--- config.mk ---
export PLATFORM = sky130hd
export DESIGN_NAME = rise_delay_tester
export DESIGN_NICKNAME = d
export VERILOG_FILES = /design/src/rtl/rdt_pkg.sv /design/src/rtl/rdt_sequencer.sv /design/src/rtl/rdt_vector_gen.sv /design/src/rtl/rdt_compactor.sv /design/src/rtl/rise_delay_tester.sv
export SDC_FILE = /design/constraint.sdc
export NUM_CORES = 1
export LEC_CHECK = 0
export ABC_AREA = 1
export BUFFER_PORTS_ARGS = -buffer_cell sky130_fd_sc_hd__buf_2
export CORE_MARGIN = 3
export CORE_UTILIZATION = 55
export CTS_CLUSTER_SIZE = 14
export DETAILED_ROUTE_END_ITERATION = 7
export PLACE_DENSITY = 0.79
export SLEW_MARGIN = 0
export SYNTH_ARGS = -nofsm -noshare
export SYNTH_HDL_FRONTEND = slang
export SYNTH_SLANG_ARGS = --single-unit
export TNS_END_PERCENT = 10
--- constraint.sdc ---
create_clock -name clk -period 2.1 [get_ports clk]
set_input_delay 0.21 -clock clk [delete_from_list [all_inputs] [get_ports clk]]
set_output_delay 0.21 -clock clk [all_outputs]
set_load 0.03 [all_outputs]
--- src/rtl/rdt_pkg.sv ---
package rdt_pkg;
    typedef enum logic [1:0] {
        PH_IDLE   = 2'd0,
        PH_PRE    = 2'd1,
        PH_HIT    = 2'd2,
        PH_REPORT = 2'd3
    } phase_e;
endpackage

--- src/rtl/rdt_sequencer.sv ---
module rdt_sequencer
    import rdt_pkg::*;
#(
    parameter int W = 8
) (
    input  logic                  clk,
    input  logic                  rst_n,
    input  logic                  start,
    output phase_e                state,
    output logic [$clog2(W)-1:0]  idx,
    output logic                  clear,
    output logic                  hit,
    output logic                  last,
    output logic                  done
);
    localparam int IW = $clog2(W);
    localparam logic [IW-1:0] TOP_LINE = IW'(W - 1);

    phase_e          state_q, state_d;
    logic [IW-1:0]   idx_q, idx_d;

    // next-state logic
    always_comb begin
        state_d = state_q;
        idx_d   = idx_q;
        unique case (state_q)
            PH_IDLE: begin
                if (start) begin
                    state_d = PH_PRE;
                    idx_d   = TOP_LINE;
                end
            end
            PH_PRE: begin
                state_d = PH_HIT;
            end
            PH_HIT: begin
                if (idx_q == '0) begin
                    state_d = PH_REPORT;
                end else begin
                    state_d = PH_PRE;
                    idx_d   = idx_q - 1'b1;
                end
            end
            PH_REPORT: begin
                state_d = PH_IDLE;
            end
        endcase
    end

    // state register
    always_ff @(posedge clk or negedge rst_n) begin
        if (!rst_n) begin
            state_q <= PH_IDLE;
            idx_q   <= '0;
        end else begin
            state_q <= state_d;
            idx_q   <= idx_d;
        end
    end

    // outputs
    always_comb begin
        state = state_q;
        idx   = idx_q;
        clear = (state_q == PH_IDLE) && start;
        hit   = (state_q == PH_HIT);
        last  = (state_q == PH_HIT) && (idx_q == '0);
        done  = (state_q == PH_REPORT);
    end
endmodule

--- src/rtl/rdt_vector_gen.sv ---
module rdt_vector_gen
    import rdt_pkg::*;
#(
    parameter int W = 8
) (
    input  phase_e                state,
    input  logic [$clog2(W)-1:0]  idx,
    output logic [W-1:0]          victim,
    output logic [W-1:0]          tx_data
);
    localparam int IW = $clog2(W);

    // one-hot decode of the current victim line
    for (genvar g = 0; g < W; g++) begin : g_dec
        assign victim[g] = (idx == IW'(g));
    end

    always_comb begin
        unique case (state)
            PH_PRE:  tx_data = ~victim;
            PH_HIT:  tx_data = victim;
            default: tx_data = '0;
        endcase
    end
endmodule

--- src/rtl/rdt_compactor.sv ---
module rdt_compactor #(
    parameter int W = 8
) (
    input  logic          clk,
    input  logic          rst_n,
    input  logic          clear,
    input  logic          hit,
    input  logic          last,
    input  logic [W-1:0]  victim,
    input  logic [W-1:0]  rx_data,
    output logic [W-1:0]  result,
    output logic          anomaly
);
    logic [W-1:0] acc_q;
    logic [W-1:0] sum;
    logic         stray;

    always_comb begin
        sum   = acc_q + rx_data;
        stray = |(rx_data & ~victim);
    end

    always_ff @(posedge clk or negedge rst_n) begin
        if (!rst_n) begin
            acc_q   <= '0;
            result  <= '0;
            anomaly <= 1'b0;
        end else if (clear) begin
            acc_q   <= '0;
            anomaly <= 1'b0;
        end else if (hit) begin
            acc_q <= sum;
            if (stray) anomaly <= 1'b1;
            if (last)  result  <= sum;
        end
    end
endmodule

--- src/rtl/rise_delay_tester.sv ---
module rise_delay_tester
    import rdt_pkg::*;
#(
    parameter int W = 8
) (
    input  logic          clk,
    input  logic          rst_n,
    input  logic          start,
    output logic          done,
    output logic [W-1:0]  result,
    output logic          anomaly,
    output logic [W-1:0]  tx_data,
    input  logic [W-1:0]  rx_data
);
    localparam int IW = $clog2(W);

    phase_e         state;
    logic [IW-1:0]  idx;
    logic           clear, hit, last;
    logic [W-1:0]   victim;

    rdt_sequencer #(.W(W)) u_seq (
        .clk   (clk),
        .rst_n (rst_n),
        .start (start),
        .state (state),
        .idx   (idx),
        .clear (clear),
        .hit   (hit),
        .last  (last),
        .done  (done)
    );

    rdt_vector_gen #(.W(W)) u_vec (
        .state   (state),
        .idx     (idx),
        .victim  (victim),
        .tx_data (tx_data)
    );

    rdt_compactor #(.W(W)) u_cmp (
        .clk     (clk),
        .rst_n   (rst_n),
        .clear   (clear),
        .hit     (hit),
        .last    (last),
        .victim  (victim),
        .rx_data (rx_data),
        .result  (result),
        .anomaly (anomaly)
    );
endmodule

==> results.py, run 1 <==
metrics = {
    "status": {
        "status": "finished clean",
    },
    "grt": {
        "grt_usage": 0.222,
        "grt_pass1_wl_um": 5700,
        "grt_max_degree": 23,
        "grt_antenna_before_repair": 0,
        "grt_remaining_overflow": 0,
        "grt_pass1_vias": 1298,
    },
    "clock_network": {
        "clockBufferDepth": 2,
        "cts_tree": "yes",
        "cts.sinks": 22,
        "postCtsSetupRepairBufs": 0,
        "clock_latency_ps": 320,
        "clk_pin_slew_ps": 130,
        "cts-root-buf": "clkbuf_4",
        "cts.hold.buffers_added": 1,
        "post_cts_resized": 0,
        "htreeDepth": 1,
        "cts_buffers": 3,
    },
    "floorplanning": {
        "core_um2": 2520,
        "fp-row-count": 18,
        "start_util": 0.593,
        "die_w_um": 58.2,
        "die_y_um": 58.2,
        "io_pins": 29,
        "die_area_um2": 3380,
    },
    "placed_design": {
        "gp_congestion": 0.935,
        "portBuffers": 28,
        "hpwl_um": 2690,
        "dp_slack_ps": 464,
    },
    "drt": {
        "drc_errors": 0,
        "drt_wl_total_um": 3410,
        "vias_per_cell": 5.13,
        "vias": 1334,
        "drtIter0Drc": 45,
        "wl_per_cell_um": 13.1,
        "drtAntennaViolNets": 0,
        "drt-pass1-iter-count": 4,
    },
    "pwr": {
        "finalPower_mw": 2.63,
        "power_frac_comb": 0.595,
        "internal_power_mw": 1.28,
        "seq_power_share": 0.278,
        "p_leak_nw": 1.02,
        "ir_worst_vdd_uv": 1080,
        "swShare": 0.512,
        "power_switching_mw": 1.35,
        "clkPwrFrac": 0.127,
        "pwr_density_cell_nw_per_um2": 1530,
    },
    "flow_run": {
        "drv_cap": 0,
    },
    "sta": {
        "tns_ps": 0,
        "fmax_mhz": 507,
        "drv_slew": 0,
        "finalCriticalPeriod_ps": 1970,
        "max_slew.worst_pin.slew_ps": 522,
        "rsz0062_at_grt": "false",
        "setup_viol": 0,
        "hold_ws_ps": 234,
        "fin_ws_ps": 127,
        "hold_violations": 0,
        "slew_headroom": 0.652,
        "fin_crit_sh": 0.940,
        "finClkSkew_ps": 4.52,
    },
    "worst_setup_path": {
        "required_ps": 1890,
        "path_class": "flip-flop to primary output",
        "endpoint_kind": "primary output",
        "cp_max_fo": 16,
        "startpoint_type": "flip-flop",
        "arrival_ps": 1760,
    },
    "cells_and_area": {
        "area_delta_synth_final_pct": 14.5,
        "final_cell_mix": "nand2_1 (81), buf_2 (28), inv_1 (25)",
        "final_common_cell": "nand2_1",
        "nets": 255,
        "num-fill-cells": 235,
        "n_antenna_cell": 0,
        "drive_gt1_frac": 0.187,
        "regArea_um2": 551,
        "multi_input_area_um2": 813,
    },
    "synthesis": {
        "netlist_instances": 199,
        "synth.avg_cell_area_um2": 7.52,
        "yosysWarnings": 0,
        "ys_types": 26,
        "synthTopCellsByArea": "dfrtp_1 (37%), nand2_1 (20%), ha_1 (10%)",
        "ys_seq_area_frac": 0.368,
        "syn-num-nets": 223,
        "ys_seq_elements": 22,
        "syn_area_um2": 1500,
        "yosysTopAreaCell": "dfrtp_1",
        "synth_top_area_frac": 0.368,
    },
    "min_path": {
        "min_path_type": "input pin to flip-flop",
    },
}
-- area by class of cell --
cell class | instances | share of cell area
clock buffers | 3 | 0.0131
flip-flops and latches | 22 | 0.321
repair buffers | 29 | 0.0876
well taps | 30 | 0.0219
inverters | 28 | 0.0642
multi-input cells | 147 | 0.474
clock inverters | 1 | 0.0175
-- Yosys cell counts --
library cell,number
nand2_8,1
nand3_4,1
nand2_1,81
xor2_1,1
inv_1,25
ha_1,12
nor2_4,1
o21ai_1,2
nand3_2,1
xnor2_1,2
a21oi_1,6
nor2_8,1
inv_4,2
buf_6,2
or2_2,1
a22o_1,1
nand4_1,1
o21ai_0,10
nor2_2,1
dfrtp_1,22
nand3_1,16
nor2_1,5
o22ai_1,1
fa_1,1
nand2_4,1
inv_2,1
-- metrics by stage --
stage	instance area (um2)	instances	util
floorplan	1500	199	-
global placement	1650	255	0.655
detailed placement	1650	255	0.655
CTS	1710	260	0.680
global route	1710	260	0.680
finish	1710	260	0.680
-- cell families after synthesis --
group	after synthesis	share of synthesized area
DFF	22	0.368
AOI/OAI and AO/OA	20	0.0702
adders and majority gates	13	0.114
buffers and inverters	30	0.0886
and+or+nand+nor	111	0.342
xor gates and xnor gates	3	0.0176
-- registers in the layout (all words and copies together) (netlist names) --
| name | count |
|---|---|
| u_cmp.acc_q | 8 |
| u_cmp.anomaly | 1 |
| u_cmp.result | 8 |
| u_seq.state | 2 |
| u_seq.idx | 3 |
-- power groups by stage --
stage	Sequential, mW	Combinational [mW]	Clock, mW
final	0.729	1.56	0.334
after global routing	0.751	1.74	0.355
after CTS	0.731	1.58	0.337
after detailed placement	0.739	1.57	0
after global placement	0.729	1.53	0
after floorplan	0.902	1.01	0
-- metal layers --
layer  wire length (um)  share of wire  global-route usage
met3                157          0.046              0.0223
met4                 38          0.011              0.0695
met5                  0              0                   0
met1               1490           0.44               0.275
met2               1720           0.50               0.403
-- worst max-delay path: stages (launching register included) --
cell     delay (ps)
dfrtp_1         430
inv_1           150
ha_1            190
nand2_1          90
inv_1           130
nand2_4         140
o21ai_0         100
buf_2           210
-- worst paths after layout --
kind                                                   from                     endpoint  slack (ps)  cells past startpoint
worst max-delay path               u_seq.idx[0]$_DFFE_PN0P_                   tx_data[0]         130                      7
worst min-delay path                                  start   u_seq.state[0]$_DFFE_PN0P_         230                      3
worst max register to register   u_cmp.acc_q[0]$_DFFE_PN0P_   u_cmp.acc_q[4]$_DFFE_PN0P_         390                      9
worst min register to register  u_cmp.result[2]$_DFFE_PN0P_  u_cmp.result[2]$_DFFE_PN0P_         490                      2
max in group asynchronous                             rst_n  u_cmp.result[6]$_DFFE_PN0P_        1360                      2
min in group asynchronous                             rst_n   u_cmp.acc_q[1]$_DFFE_PN0P_         390                      2
(Power assumes the default switching activity.)
==> run 2, diff against run 1 <==
--- a/config.mk
+++ b/config.mk
@@ -7,11 +7,13 @@
 export LEC_CHECK = 0
 export ABC_AREA = 1
 export BUFFER_PORTS_ARGS = -buffer_cell sky130_fd_sc_hd__buf_2
+export CELL_PAD_IN_SITES_DETAIL_PLACEMENT = 1
+export CELL_PAD_IN_SITES_GLOBAL_PLACEMENT = 1
 export CORE_MARGIN = 3
-export CORE_UTILIZATION = 55
+export CORE_UTILIZATION = 39
 export CTS_CLUSTER_SIZE = 14
 export DETAILED_ROUTE_END_ITERATION = 7
-export PLACE_DENSITY = 0.79
+export PLACE_DENSITY_LB_ADDON = 0.1
 export SLEW_MARGIN = 0
 export SYNTH_ARGS = -nofsm -noshare
 export SYNTH_HDL_FRONTEND = slang
==> results.py, run 2 (synthesized netlist as in run 1, its figures left out) <==
metrics = {
    "clock_network": {
        "cts_tree": "yes",
        "clk_pin_slew_ps": 90,
        "cts_buffers": 3,
        "clockBufferDepth": 2,
        "clock_latency_ps": 280,
        "postCtsSetupRepairBufs": 0,
        "cts.sinks": 22,
        "cts-root-buf": "clkbuf_8",
        "htreeDepth": 1,
    },
    "worst_setup_path": {
        "rr_endpoint": "u_cmp.acc_q[6]$_DFFE_PN0P_",
        "required_ps": 1890,
        "critical_path.most_common_cell": "inv_1",
        "worstSetupEndpoint": "tx_data[0]",
        "startpoint_type": "flip-flop",
        "slowest_stage": "dfrtp_1",
        "path_buf_inv": 3,
        "r2r_start": "u_cmp.acc_q[0]$_DFFE_PN0P_",
        "slowest_delay_ps": 410,
        "critical_path.cell_chain": "inv_1 > ha_1 > nand2_1 > inv_1 > nand2_4 > o21ai_0 > buf_4",
        "cp_max_fo": 16,
        "endpoint_kind": "primary output",
        "crit_start": "u_seq.idx[0]$_DFFE_PN0P_",
        "reg2regPathDepth": 10,
        "arrival_ps": 1760,
        "cp_num_cells": 7,
        "critical-path-top-delay-family": "buffers and inverters",
        "rrSetupSlack_ps": 410,
        "path_class": "flip-flop to primary output",
    },
    "drt": {
        "drtIter0Drc": 46,
        "wl_per_cell_um": 15.1,
        "vias_per_cell": 5.00,
        "drt_wl_total_um": 4170,
        "drt-pass1-iter-count": 4,
        "vias": 1381,
        "drc_errors": 0,
        "drtAntennaViolNets": 0,
    },
    "sta": {
        "rsz0062_at_grt": "false",
        "fmax_mhz": 509,
        "slew_headroom": 0.639,
        "fin_crit_sh": 0.936,
        "setup_viol": 0,
        "tns_ps": 0,
        "hold_violations": 0,
        "finalCriticalPeriod_ps": 1970,
        "drv_slew": 0,
        "max_slew.worst_pin.slew_ps": 542,
        "finClkSkew_ps": 5.79,
    },
    "floorplanning": {
        "core_um2": 3520,
        "io_pins": 29,
        "fp-row-count": 21,
        "die_w_um": 67.9,
        "die_area_um2": 4620,
        "start_util": 0.425,
        "die_y_um": 67.9,
    },
    "grt": {
        "grt_max_degree": 23,
        "grt_pass1_vias": 1480,
        "grt_remaining_overflow": 0,
        "grt_usage": 0.201,
        "grt_antenna_before_repair": 0,
        "grt_pass1_wl_um": 6800,
    },
    "status": {
        "status": "finished clean",
    },
    "placed_design": {
        "portBuffers": 28,
        "hpwl_um": 3380,
        "place_inst": 271,
        "gp_congestion": 0.777,
    },
    "cells_and_area": {
        "num-fill-cells": 467,
        "nets": 255,
        "instances_no_fill": 276,
        "drive_gt1_frac": 0.187,
        "n_antenna_cell": 0,
        "area_delta_synth_final_pct": 17.3,
        "final_cell_mix": "nand2_1 (81), buf_2 (27), inv_1 (25)",
        "final_common_cell": "nand2_1",
    },
    "min_path": {
        "min_path_type": "input pin to flip-flop",
    },
    "pwr": {
        "p_leak_nw": 1.03,
        "ir_worst_vdd_uv": 484,
        "pwr_density_cell_nw_per_um2": 1580,
    },
    "flow_run": {
        "drv_cap": 0,
    },
}
-- run 2: cell counts in the layout (fill, tap and decap cells not counted) --
Identical to the previous run, type by type.
-- run 2: worst min-delay path by stage --
stage,slack [ps],from,depth (start not counted),end
after floorplan,-90,rst_n,0,u_cmp.acc_q[0]$_DFFE_PN0P_
after global placement,220,rst_n,1,u_cmp.anomaly$_DFFE_PN0P_
after detailed placement,220,rst_n,1,u_seq.idx[2]$_DFFE_PN0P_
after CTS,290,start,3,u_seq.state[0]$_DFFE_PN0P_
after global routing,300,start,3,u_seq.state[0]$_DFFE_PN0P_
final,290,start,3,u_seq.state[0]$_DFFE_PN0P_
-- run 2: report_power, final --
group / switching, mW / internal (mW)
logic: 1.12 / 0.491
registers: 0.128 / 0.606
clock network: 0.165 / 0.255
total: 1.41 / 1.35
-- run 2: stage by stage --
step / hold slack (ps) / power (mW) / setup WS [ps] / area, um2 / util
3_3_place_gp: 216 / 2.29 / 472 / 1670 / 0.475
3_5_place_dp: 222 / 2.37 / 418 / 1670 / 0.475
4_1_cts: 291 / 2.79 / 94.6 / 1750 / 0.498
5_1_grt: 296 / 3.00 / 28.4 / 1760 / 0.499
6_report: 289 / 2.77 / 135 / 1760 / 0.499
2_1_floorplan: -85.6 / 1.91 / 375 / 1500 / -
-- run 2: timing repair --
action,CTS,global route
resized for setup,0,1
hold endpoints to repair,22,0
setup endpoints to repair,0,1
hold buffers,1,0
-- run 2: per-layer routing --
layer	share of wire	track usage	vias to the layer above
met4	0.022	0.0720	0
met1	0.42	0.220	662
met2	0.54	0.392	24
met3	0.018	0.0197	9
met5	0	0	-
li1	-	-	686
-- run 2: cell type report --
class / instances / area, um2 / area share
clock inverter: 1 / 30.0 / 0.0171
timing repair buffer: 29 / 153 / 0.0870
multi-input combinational: 147 / 813 / 0.463
tap: 46 / 57.6 / 0.0328
sequential: 22 / 551 / 0.314
clock buffer: 3 / 41.3 / 0.0235
inverter: 28 / 110 / 0.0627
-- run 2: worst register-to-register path: stages, from the launching register on --
cell     delay [ps]
dfrtp_1         370
ha_1            170
inv_1            60
fa_1            410
inv_1            90
nand3_1          60
nand3_1         100
nand2_1          70
nand3_1         100
nand3_1         110
nand2_1          90
==> run 3, diff against run 2 <==
--- a/config.mk
+++ b/config.mk
@@ -13,6 +13,7 @@
 export CORE_UTILIZATION = 39
 export CTS_CLUSTER_SIZE = 14
 export DETAILED_ROUTE_END_ITERATION = 7
+export HOLD_SLACK_MARGIN = 0.08
 export PLACE_DENSITY_LB_ADDON = 0.1
 export SLEW_MARGIN = 0
 export SYNTH_ARGS = -nofsm -noshare
==> constraint.sdc (replaced) <==
create_clock -name clk -period 2.01 [get_ports clk]
set_input_delay 0.201 -clock clk [delete_from_list [all_inputs] [get_ports clk]]
set_output_delay 0.201 -clock clk [all_outputs]
set_load 0.03 [all_outputs]
==> results.py, run 3 (synthesized netlist as in run 1, its figures left out) <==
metrics = {
    "sta": {
        "rsz0062_at_grt": "false",
        "slew_headroom": 0.640,
        "fin_crit_sh": 0.945,
        "finClkSkew_ps": 3.77,
        "finalCriticalPeriod_ps": 1900,
        "drv_slew": 0,
        "tns_ps": 0,
        "fmax_mhz": 526,
        "max_slew.worst_pin.slew_ps": 541,
        "setup_viol": 0,
        "hold_violations": 0,
    },
    "grt": {
        "grt_max_degree": 23,
        "grt_pass1_wl_um": 6710,
        "grt_pass1_vias": 1419,
        "grt_usage": 0.195,
        "grt_remaining_overflow": 0,
        "grt_antenna_before_repair": 0,
    },
    "drt": {
        "drt-pass1-iter-count": 4,
        "drtIter0Drc": 22,
        "drt_wl_total_um": 3980,
        "drc_errors": 0,
        "vias_per_cell": 4.96,
        "vias": 1368,
        "wl_per_cell_um": 14.4,
        "drtAntennaViolNets": 0,
    },
    "worst_setup_path": {
        "endpoint_kind": "primary output",
        "slowest_stage": "dfrtp_1",
        "arrival_ps": 1700,
        "critical_path.most_common_cell": "inv_1",
        "critical-path-top-delay-family": "buffers and inverters",
        "cp_max_fo": 16,
        "startpoint_type": "flip-flop",
        "critical_path.cell_chain": "inv_1 > ha_1 > nand2_1 > inv_1 > nand2_4 > o21ai_0 > buf_4",
        "path_buf_inv": 3,
        "slowest_delay_ps": 410,
        "path_class": "flip-flop to primary output",
        "required_ps": 1810,
    },
    "clock_network": {
        "clk_pin_slew_ps": 90,
        "htreeDepth": 1,
        "clock_latency_ps": 260,
        "postCtsSetupRepairBufs": 0,
        "cts-root-buf": "clkbuf_8",
        "cts_buffers": 3,
        "cts_tree": "yes",
        "cts.sinks": 22,
        "clockBufferDepth": 2,
    },
    "floorplanning": {
        "start_util": 0.425,
        "core_um2": 3520,
        "die_w_um": 67.9,
        "die_y_um": 67.9,
        "io_pins": 29,
        "die_area_um2": 4620,
        "fp-row-count": 21,
    },
    "placed_design": {
        "gp_congestion": 0.761,
        "placed_area_um2": 1670,
        "hpwl_um": 3200,
        "portBuffers": 28,
    },
    "status": {
        "status": "finished clean",
    },
    "cells_and_area": {
        "design_area_um2": 1760,
        "nets": 255,
        "n_antenna_cell": 0,
        "drive_gt1_frac": 0.187,
        "area_delta_synth_final_pct": 17.3,
        "final_cell_mix": "nand2_1 (81), buf_2 (27), inv_1 (25)",
        "final_common_cell": "nand2_1",
    },
    "flow_run": {
        "drv_cap": 0,
    },
    "pwr": {
        "pwr_density_cell_nw_per_um2": 1630,
        "p_leak_nw": 1.03,
        "ir_worst_vdd_uv": 552,
    },
    "min_path": {
        "min_path_type": "input pin to flip-flop",
    },
}
==> run 3: cell counts in the layout (fill, tap and decap cells not counted) <==
Identical to the previous run, type by type.
==> run 3: what timing repair did <==
action,4_1_cts,5_1_grt
endpoints found under the hold margin,22,0
hold buffers,1,0
endpoints found under the setup margin,0,1
gates resized for setup,0,1
==> run 3: layout make-up <==
class | instances | area, um2
clock buffers | 3 | 41.3
multi-input cells | 147 | 813
fillers | 488 | 1770
clock inverters | 1 | 30.0
flip-flops and latches | 22 | 551
inverters | 28 | 110
repair buffers | 29 | 153
well taps | 46 | 57.6
==> run 3: path summary, 6_finish.rpt <==
path	slack, ps	endpoint	depth (start not counted)	from
worst max-delay path	110	tx_data[0]	7	u_seq.idx[0]$_DFFE_PN0P_
worst min register to register	480	u_cmp.result[2]$_DFFE_PN0P_	2	u_cmp.result[2]$_DFFE_PN0P_
min in group asynchronous	450	u_seq.idx[2]$_DFFE_PN0P_	2	rst_n
max in group asynchronous	1200	u_cmp.result[4]$_DFFE_PN0P_	2	rst_n
worst min-delay path	300	u_seq.state[0]$_DFFE_PN0P_	3	start
worst max register to register	360	u_cmp.acc_q[3]$_DFFE_PN0P_	6	u_cmp.acc_q[2]$_DFFE_PN0P_
==> run 3: worst reg2reg max path: stages (launching register included) <==
cell	delay, ps
dfrtp_1	410
ha_1	360
a21oi_1	200
nand2_1	140
or2_2	310
nand3_1	70
nand2_1	50
==> run 3: routing by layer <==
layer  vias up  part of all wire  global-route usage
li1        682                 -                   -
met1       663              0.43               0.234
met2        19              0.54               0.361
met3         4             0.028              0.0296
met4         0             0.010              0.0447
met5         -                 0                   0
==> run 3: metrics by stage <==
stage	utilization	std cells	hold WS [ps]	power [mW]	setup WS, ps
2_1_floorplan	-	199	-94.6	2.00	294
3_3_place_gp	0.475	271	215	2.40	392
3_5_place_dp	0.475	271	208	2.46	356
4_1_cts	0.498	276	295	2.89	64.1
5_1_grt	0.499	276	286	3.12	0.698
6_report	0.499	276	296	2.86	111
==> run 3: where the power goes <==
group	switching (mW)	total, mW	internal [mW]
Clock	0.149	0.415	0.266
Sequential	0.135	0.768	0.633
Combinational	1.17	1.68	0.511
Total	1.45	2.86	1.41
